File: config.mk
export PLATFORM = sky130hd
export DESIGN_NAME = useq_ctrl
export DESIGN_NICKNAME = d
export VERILOG_FILES = /design/src/rtl/useq_pkg.sv /design/src/rtl/useq_store.sv /design/src/rtl/useq_dispatch.sv /design/src/rtl/useq_next.sv /design/src/rtl/useq_ctrl.sv
export SDC_FILE = /design/constraint.sdc
export NUM_CORES = 1
export LEC_CHECK = 0
export ABC_AREA = 1
export CAP_MARGIN = 10
export CORE_AREA = 2 2 43 61
export CTS_BUF_LIST = sky130_fd_sc_hd__clkbuf_8
export CTS_CLUSTER_SIZE = 8
export DETAILED_ROUTE_END_ITERATION = 8
export DIE_AREA = 0 0 45 63
export PLACE_DENSITY = 0.68
export SYNTH_ARGS = -nofsm -noshare
export SYNTH_HDL_FRONTEND = slang
export SYNTH_SLANG_ARGS = --single-unit
File: constraint.sdc
create_clock -name clk_i -period 2.1 [get_ports clk_i]
set_input_delay 0.63 -clock clk_i [delete_from_list [all_inputs] [get_ports clk_i]]
set_output_delay 0.63 -clock clk_i [all_outputs]
set_load 0.05 [all_outputs]
File: src/rtl/useq_pkg.sv
package useq_pkg;

    localparam int OP_W = 6;
    localparam int UA_W = 4;
    localparam int STORE_DEPTH = 13;

    typedef enum logic [1:0] {
        SEQ_ZERO = 2'b00,
        SEQ_DISP = 2'b01,
        SEQ_INC  = 2'b10
    } seq_e;

    typedef enum logic [1:0] {
        ALU_ADD  = 2'b00,
        ALU_OR   = 2'b01,
        ALU_FUNC = 2'b10,
        ALU_SUB  = 2'b11
    } alu_e;

    typedef struct packed {
        seq_e seq;
        logic pc_wr;
        logic pc_br;
        logic ir_ld;
        logic opnd_ld;
        logic reg_dst;
        logic reg_wr;
        logic alu_src;
        logic ext_sgn;
        alu_e alu_op;
        logic mem_rd;
        logic mem_wr;
        logic mem_to_reg;
    } uword_t;

    localparam uword_t UW_IDLE = '0;

    localparam logic [OP_W-1:0] OPC_RTYPE = 6'b000000;
    localparam logic [OP_W-1:0] OPC_BEQ   = 6'b000100;
    localparam logic [OP_W-1:0] OPC_ORI   = 6'b001101;
    localparam logic [OP_W-1:0] OPC_LW    = 6'b100011;
    localparam logic [OP_W-1:0] OPC_SW    = 6'b101011;

    localparam logic [UA_W-1:0] US_FETCH  = 4'd0;
    localparam logic [UA_W-1:0] US_DECODE = 4'd1;
    localparam logic [UA_W-1:0] US_BEQ    = 4'd3;
    localparam logic [UA_W-1:0] US_R_EX   = 4'd4;
    localparam logic [UA_W-1:0] US_R_WB   = 4'd5;
    localparam logic [UA_W-1:0] US_ORI_EX = 4'd6;
    localparam logic [UA_W-1:0] US_ORI_WB = 4'd7;
    localparam logic [UA_W-1:0] US_LW_AD  = 4'd8;
    localparam logic [UA_W-1:0] US_LW_MEM = 4'd9;
    localparam logic [UA_W-1:0] US_LW_WB  = 4'd10;
    localparam logic [UA_W-1:0] US_SW_AD  = 4'd11;
    localparam logic [UA_W-1:0] US_SW_MEM = 4'd12;

endpackage

File: src/rtl/useq_store.sv
module useq_store
    import useq_pkg::*;
#(
    parameter int UA_W  = useq_pkg::UA_W,
    parameter int DEPTH = useq_pkg::STORE_DEPTH
) (
    input  logic [UA_W-1:0] addr_i,
    output uword_t          word_o
);

    always_comb begin
        word_o = UW_IDLE;
        if (int'(addr_i) < DEPTH) begin
            case (addr_i)
                US_FETCH: begin
                    word_o.seq    = SEQ_INC;
                    word_o.pc_wr  = 1'b1;
                    word_o.ir_ld  = 1'b1;
                    word_o.mem_rd = 1'b1;
                end
                US_DECODE: begin
                    word_o.seq     = SEQ_DISP;
                    word_o.opnd_ld = 1'b1;
                end
                US_BEQ: begin
                    word_o.seq     = SEQ_ZERO;
                    word_o.pc_br   = 1'b1;
                    word_o.ext_sgn = 1'b1;
                    word_o.alu_op  = ALU_SUB;
                end
                US_R_EX: begin
                    word_o.seq    = SEQ_INC;
                    word_o.alu_op = ALU_FUNC;
                end
                US_R_WB: begin
                    word_o.seq     = SEQ_ZERO;
                    word_o.reg_dst = 1'b1;
                    word_o.reg_wr  = 1'b1;
                end
                US_ORI_EX: begin
                    word_o.seq     = SEQ_INC;
                    word_o.alu_src = 1'b1;
                    word_o.alu_op  = ALU_OR;
                end
                US_ORI_WB: begin
                    word_o.seq    = SEQ_ZERO;
                    word_o.reg_wr = 1'b1;
                end
                US_LW_AD, US_SW_AD: begin
                    word_o.seq     = SEQ_INC;
                    word_o.alu_src = 1'b1;
                    word_o.ext_sgn = 1'b1;
                    word_o.alu_op  = ALU_ADD;
                end
                US_LW_MEM: begin
                    word_o.seq    = SEQ_INC;
                    word_o.mem_rd = 1'b1;
                end
                US_LW_WB: begin
                    word_o.seq        = SEQ_ZERO;
                    word_o.reg_wr     = 1'b1;
                    word_o.mem_to_reg = 1'b1;
                end
                US_SW_MEM: begin
                    word_o.seq    = SEQ_ZERO;
                    word_o.mem_wr = 1'b1;
                end
                default: word_o = UW_IDLE;
            endcase
        end
    end

endmodule

File: src/rtl/useq_dispatch.sv
module useq_dispatch
    import useq_pkg::*;
#(
    parameter int OP_W = useq_pkg::OP_W,
    parameter int UA_W = useq_pkg::UA_W
) (
    input  logic [OP_W-1:0] opcode_i,
    output logic [UA_W-1:0] target_o,
    output logic            hit_o
);

    always_comb begin
        hit_o    = 1'b1;
        target_o = US_FETCH;
        case (opcode_i)
            OPC_RTYPE: target_o = US_R_EX;
            OPC_BEQ:   target_o = US_BEQ;
            OPC_ORI:   target_o = US_ORI_EX;
            OPC_LW:    target_o = US_LW_AD;
            OPC_SW:    target_o = US_SW_AD;
            default: begin
                hit_o    = 1'b0;
                target_o = US_FETCH;
            end
        endcase
    end

endmodule

File: src/rtl/useq_next.sv
module useq_next
    import useq_pkg::*;
#(
    parameter int UA_W = useq_pkg::UA_W
) (
    input  seq_e            seq_i,
    input  logic [UA_W-1:0] upc_i,
    input  logic [UA_W-1:0] disp_tgt_i,
    input  logic            disp_hit_i,
    output logic [UA_W-1:0] next_o
);

    always_comb begin
        case (seq_i)
            SEQ_INC:  next_o = upc_i + 1'b1;
            SEQ_DISP: next_o = disp_hit_i ? disp_tgt_i : '0;
            default:  next_o = '0;
        endcase
    end

endmodule

File: src/rtl/useq_ctrl.sv
module useq_ctrl
    import useq_pkg::*;
#(
    parameter int OP_W = useq_pkg::OP_W,
    parameter int UA_W = useq_pkg::UA_W
) (
    input  logic            clk_i,
    input  logic            rst_i,
    input  logic [OP_W-1:0] opcode_i,
    input  logic            eq_i,
    output logic [UA_W-1:0] upc_o,
    output logic            pc_wr_o,
    output logic            pc_src_o,
    output logic            ir_ld_o,
    output logic            opnd_ld_o,
    output logic            reg_dst_o,
    output logic            reg_wr_o,
    output logic            alu_src_o,
    output logic            ext_sgn_o,
    output logic [1:0]      alu_op_o,
    output logic            mem_rd_o,
    output logic            mem_wr_o,
    output logic            mem_to_reg_o
);

    typedef struct packed {
        logic [UA_W-1:0] upc;
        uword_t          word;
    } st_t;

    st_t             st_d;
    st_t             st_q;
    logic [UA_W-1:0] disp_tgt;
    logic            disp_hit;
    logic [UA_W-1:0] seq_next;
    logic [UA_W-1:0] addr_d;
    uword_t          word_d;

    useq_dispatch #(.OP_W(OP_W), .UA_W(UA_W)) u_disp (
        .opcode_i (opcode_i),
        .target_o (disp_tgt),
        .hit_o    (disp_hit)
    );

    useq_next #(.UA_W(UA_W)) u_next (
        .seq_i      (st_q.word.seq),
        .upc_i      (st_q.upc),
        .disp_tgt_i (disp_tgt),
        .disp_hit_i (disp_hit),
        .next_o     (seq_next)
    );

    useq_store #(.UA_W(UA_W)) u_store (
        .addr_i (addr_d),
        .word_o (word_d)
    );

    always_comb begin
        addr_d       = rst_i ? '0 : seq_next;
        st_d.upc     = addr_d;
        st_d.word    = word_d;
    end

    always_ff @(posedge clk_i) begin
        st_q <= st_d;
    end

    assign upc_o        = st_q.upc;
    assign pc_wr_o      = st_q.word.pc_wr | (st_q.word.pc_br & eq_i);
    assign pc_src_o     = st_q.word.pc_br;
    assign ir_ld_o      = st_q.word.ir_ld;
    assign opnd_ld_o    = st_q.word.opnd_ld;
    assign reg_dst_o    = st_q.word.reg_dst;
    assign reg_wr_o     = st_q.word.reg_wr;
    assign alu_src_o    = st_q.word.alu_src;
    assign ext_sgn_o    = st_q.word.ext_sgn;
    assign alu_op_o     = st_q.word.alu_op;
    assign mem_rd_o     = st_q.word.mem_rd;
    assign mem_wr_o     = st_q.word.mem_wr;
    assign mem_to_reg_o = st_q.word.mem_to_reg;

endmodule

==> metrics.yaml <==
rr_worst_depth: 10
crit_path_max_incr_delay_ns: 0.46
max_slew_margin_pct: 67.2
r2r_end: "st_q[14]"
vdd_drop_max_v: 0.000836
overflow: 0
grt_pass1_wl_um: 3460
io_buffers: 25
syn_avg_cell_area_um2: 7.61
cp.required_ns: 1.47
placed_cell_area_um2: 1170
antenna_left: 0
rr_startpoint: "st_q[13]"
vias: 856
hold_viol: 0
track_usage_pct: 15.8
ys_seq_area_share_pct: 41.2
worstPathCellList: "clkdlybuf4s50_1 > a21o_1 > buf_12"
intPower_uw: 874
reg2reg_slack_ns: 0.45
power.total_mw: 1.48
powerDensity_nw_per_um2: 1150
wl_per_cell_um: 11.8
skew_ns: 0.00324
crit_path_end: "pc_wr_o"
die_area_um2: 2840
crit_start: "eq_i"
drt_iter0_drc: 19
start_util_pct: 37.8
design_area_um2: 1290
vias_per_cell: 4.89
final_common_cell: "buf_4"
max-cap-violations: 0
netlist_area_um2: 875
crit_type: "in -> out"
cp.buffers_inverters: 2
syn2layout_area_growth_pct: 47.4
worstHoldPathType: "reg -> reg"
htree_levels: 1
detail_route.first_pass.iterations: 4
wirelength_um: 2060
combPwrFrac_pct: 51.0
grt_max_degree: 11
post-dp-hpwl_um: 1600
crit_path_start_kind: "primary input"
coreArea_um2: 2310
drive_above_1_share_pct: 35.5
utilization_pct: 55.7
path_delay_family: "buffers and inverters"
max_slew.worst_pin.slew_ns: 0.491
seqPwrFrac_pct: 30.0
clockBufferDepth: 2
n_antenna_cell: 0
whs_path_depth: 4
synth_nets: 127
fmax_ghz: 0.497
end_kind: "output port"
yosysWarningCount: 0
antenna_found_initial: 0
die_w_um: 45
final_cell_mix: "buf_4 (26), dfxtp_1 (18), nor2_1 (17)"
fin_crit_sh_pct: 95.9
cp_max_fo: 1
cts_tree: "done"
setup_violations: 0
grt_pass1_vias: 913
gp_congestion: 0.863
critical_path.slowest_cell: "clkdlybuf4s50_1"
clock-sinks: 18
cts_buffers: 3
synth-seq-cells: 18
die_h_um: 63
switching_share_pct: 40.8
path_clk_slew_ns: 0.06
yosysUniqueCellTypes: 20
finalCriticalPeriod_ns: 2.01
synthCells: 115
cp_num_cells: 3
final_nets: 165
worstPathArrival_ns: 1.38
p_leak_nw: 0.700
cts_root_buffer: "clkbuf_8"
p_clk_share_pct: 19.0
io_pins: 26
insertion_delay_ns: 0.26
drv_slew: 0
drc_errors: 0
switching_power_uw: 604
rows: 21
status: "completed"
-- how the worst min path moves through the flow --
| stage | to | slack, ns | startpoint |
|---|---|---|---|
| 5_1_grt | upc_o[3] | 0.76 | upc_o[3] |
| 3_3_place_gp | upc_o[3] | 0.66 | upc_o[3] |
| 3_5_place_dp | upc_o[3] | 0.68 | upc_o[3] |
| 4_1_cts | upc_o[3] | 0.70 | upc_o[3] |
| 2_1_floorplan | upc_o[0] | 0.63 | upc_o[0] |
| 6_report | upc_o[3] | 0.69 | upc_o[3] |
-- per-stage QoR --
| step | hold WS [ns] | setup slack, ns | setup TNS, ns | instances |
|---|---|---|---|---|
| 2_1_floorplan | 0.629 | 0.401 | 0 | 115 |
| 3_3_place_gp | 0.665 | -0.0965 | -0.390 | 168 |
| 3_5_place_dp | 0.684 | -0.189 | -0.933 | 168 |
| 4_1_cts | 0.696 | 0.0809 | 0 | 172 |
| 5_1_grt | 0.759 | -0.00987 | -0.00987 | 175 |
| 6_report | 0.690 | 0.0865 | 0 | 175 |
-- cell type report --
class	instances	area, um^2
Fill cell	224	1020
Multi-Input combinational cell	73	429
Sequential cell	18	360
Timing Repair Buffer	39	348
Inverter	18	67.6
Clock buffer	4	55.1
Tap cell	23	28.8
-- per-layer routing --
| layer | global-route usage, % | vias to the layer above | routed length [um] |
|---|---|---|---|
| met5 | 0 | - | 0 |
| met1 | 16.3 | 395 | 788 |
| met4 | 6.99 | 0 | 33 |
| met3 | 2.60 | 5 | 72 |
| li1 | - | 431 | - |
| met2 | 28.9 | 25 | 1170 |
-- worst min-delay path, stage by stage (launching register included) --
cell	delay (ns)
dfxtp_1	0.32
inv_1	0.05
nand2_1	0.05
nand3_1	0.13
a21oi_4	0.09
-- synthesized netlist by cell type --
cell      number  area share (%)
a21o_1         2             1.7
a21oi_1        2             1.1
a21oi_4        2             3.7
buf_4          6             5.1
dfxtp_1       18              41
ha_1           3             4.3
inv_1         15             6.4
inv_2          3             1.3
nand2_1       15             6.4
nand2_2        7             5.0
nand3_1        9             5.1
nand4_1        2             1.4
nor2_1        19             8.2
nor2_2         2             1.4
nor2_4         1             1.3
nor3_1         1            0.57
o211ai_1       1            0.86
o21ai_0        4             2.3
o21ai_2        1             1.0
o22ai_1        2             1.4
-- registers in the layout (all words and copies together), names as in the netlist --
signal,flops
upc_o,4
alu_src_o,1
ir_ld_o,1
mem_wr_o,1
alu_op_o,2
reg_dst_o,1
pc_src_o,1
reg_wr_o,1
mem_to_reg_o,1
mem_rd_o,1
ext_sgn_o,1
st_q,2
opnd_ld_o,1
-- power groups by stage --
stage               clock network, mW  registers (mW)  logic, mW
floorplan                           0           0.529      0.379
global placement                    0           0.451      0.694
detailed placement                  0           0.452      0.707
CTS                             0.285           0.445      0.710
global route                    0.295           0.452      0.814
finish                          0.281           0.444      0.753
-- kinds of logic after synthesis --
family / after synthesis / synth area share (%)
AO/OA/AOI/OAI: 14 / 12.2
buffers and inverters: 24 / 12.9
AND/OR/NAND/NOR: 56 / 29.5
adder cells (fa/ha/maj): 3 / 4.29
flip-flops: 18 / 41.2
-- repair_timing --
action | CTS | global route
endpoints found under the setup margin | 0 | 3
hold buffers | 0 | 0
setup buffers | 0 | 3
resized for setup | 0 | 13
Note: power is estimated with default switching activity, not from simulation.
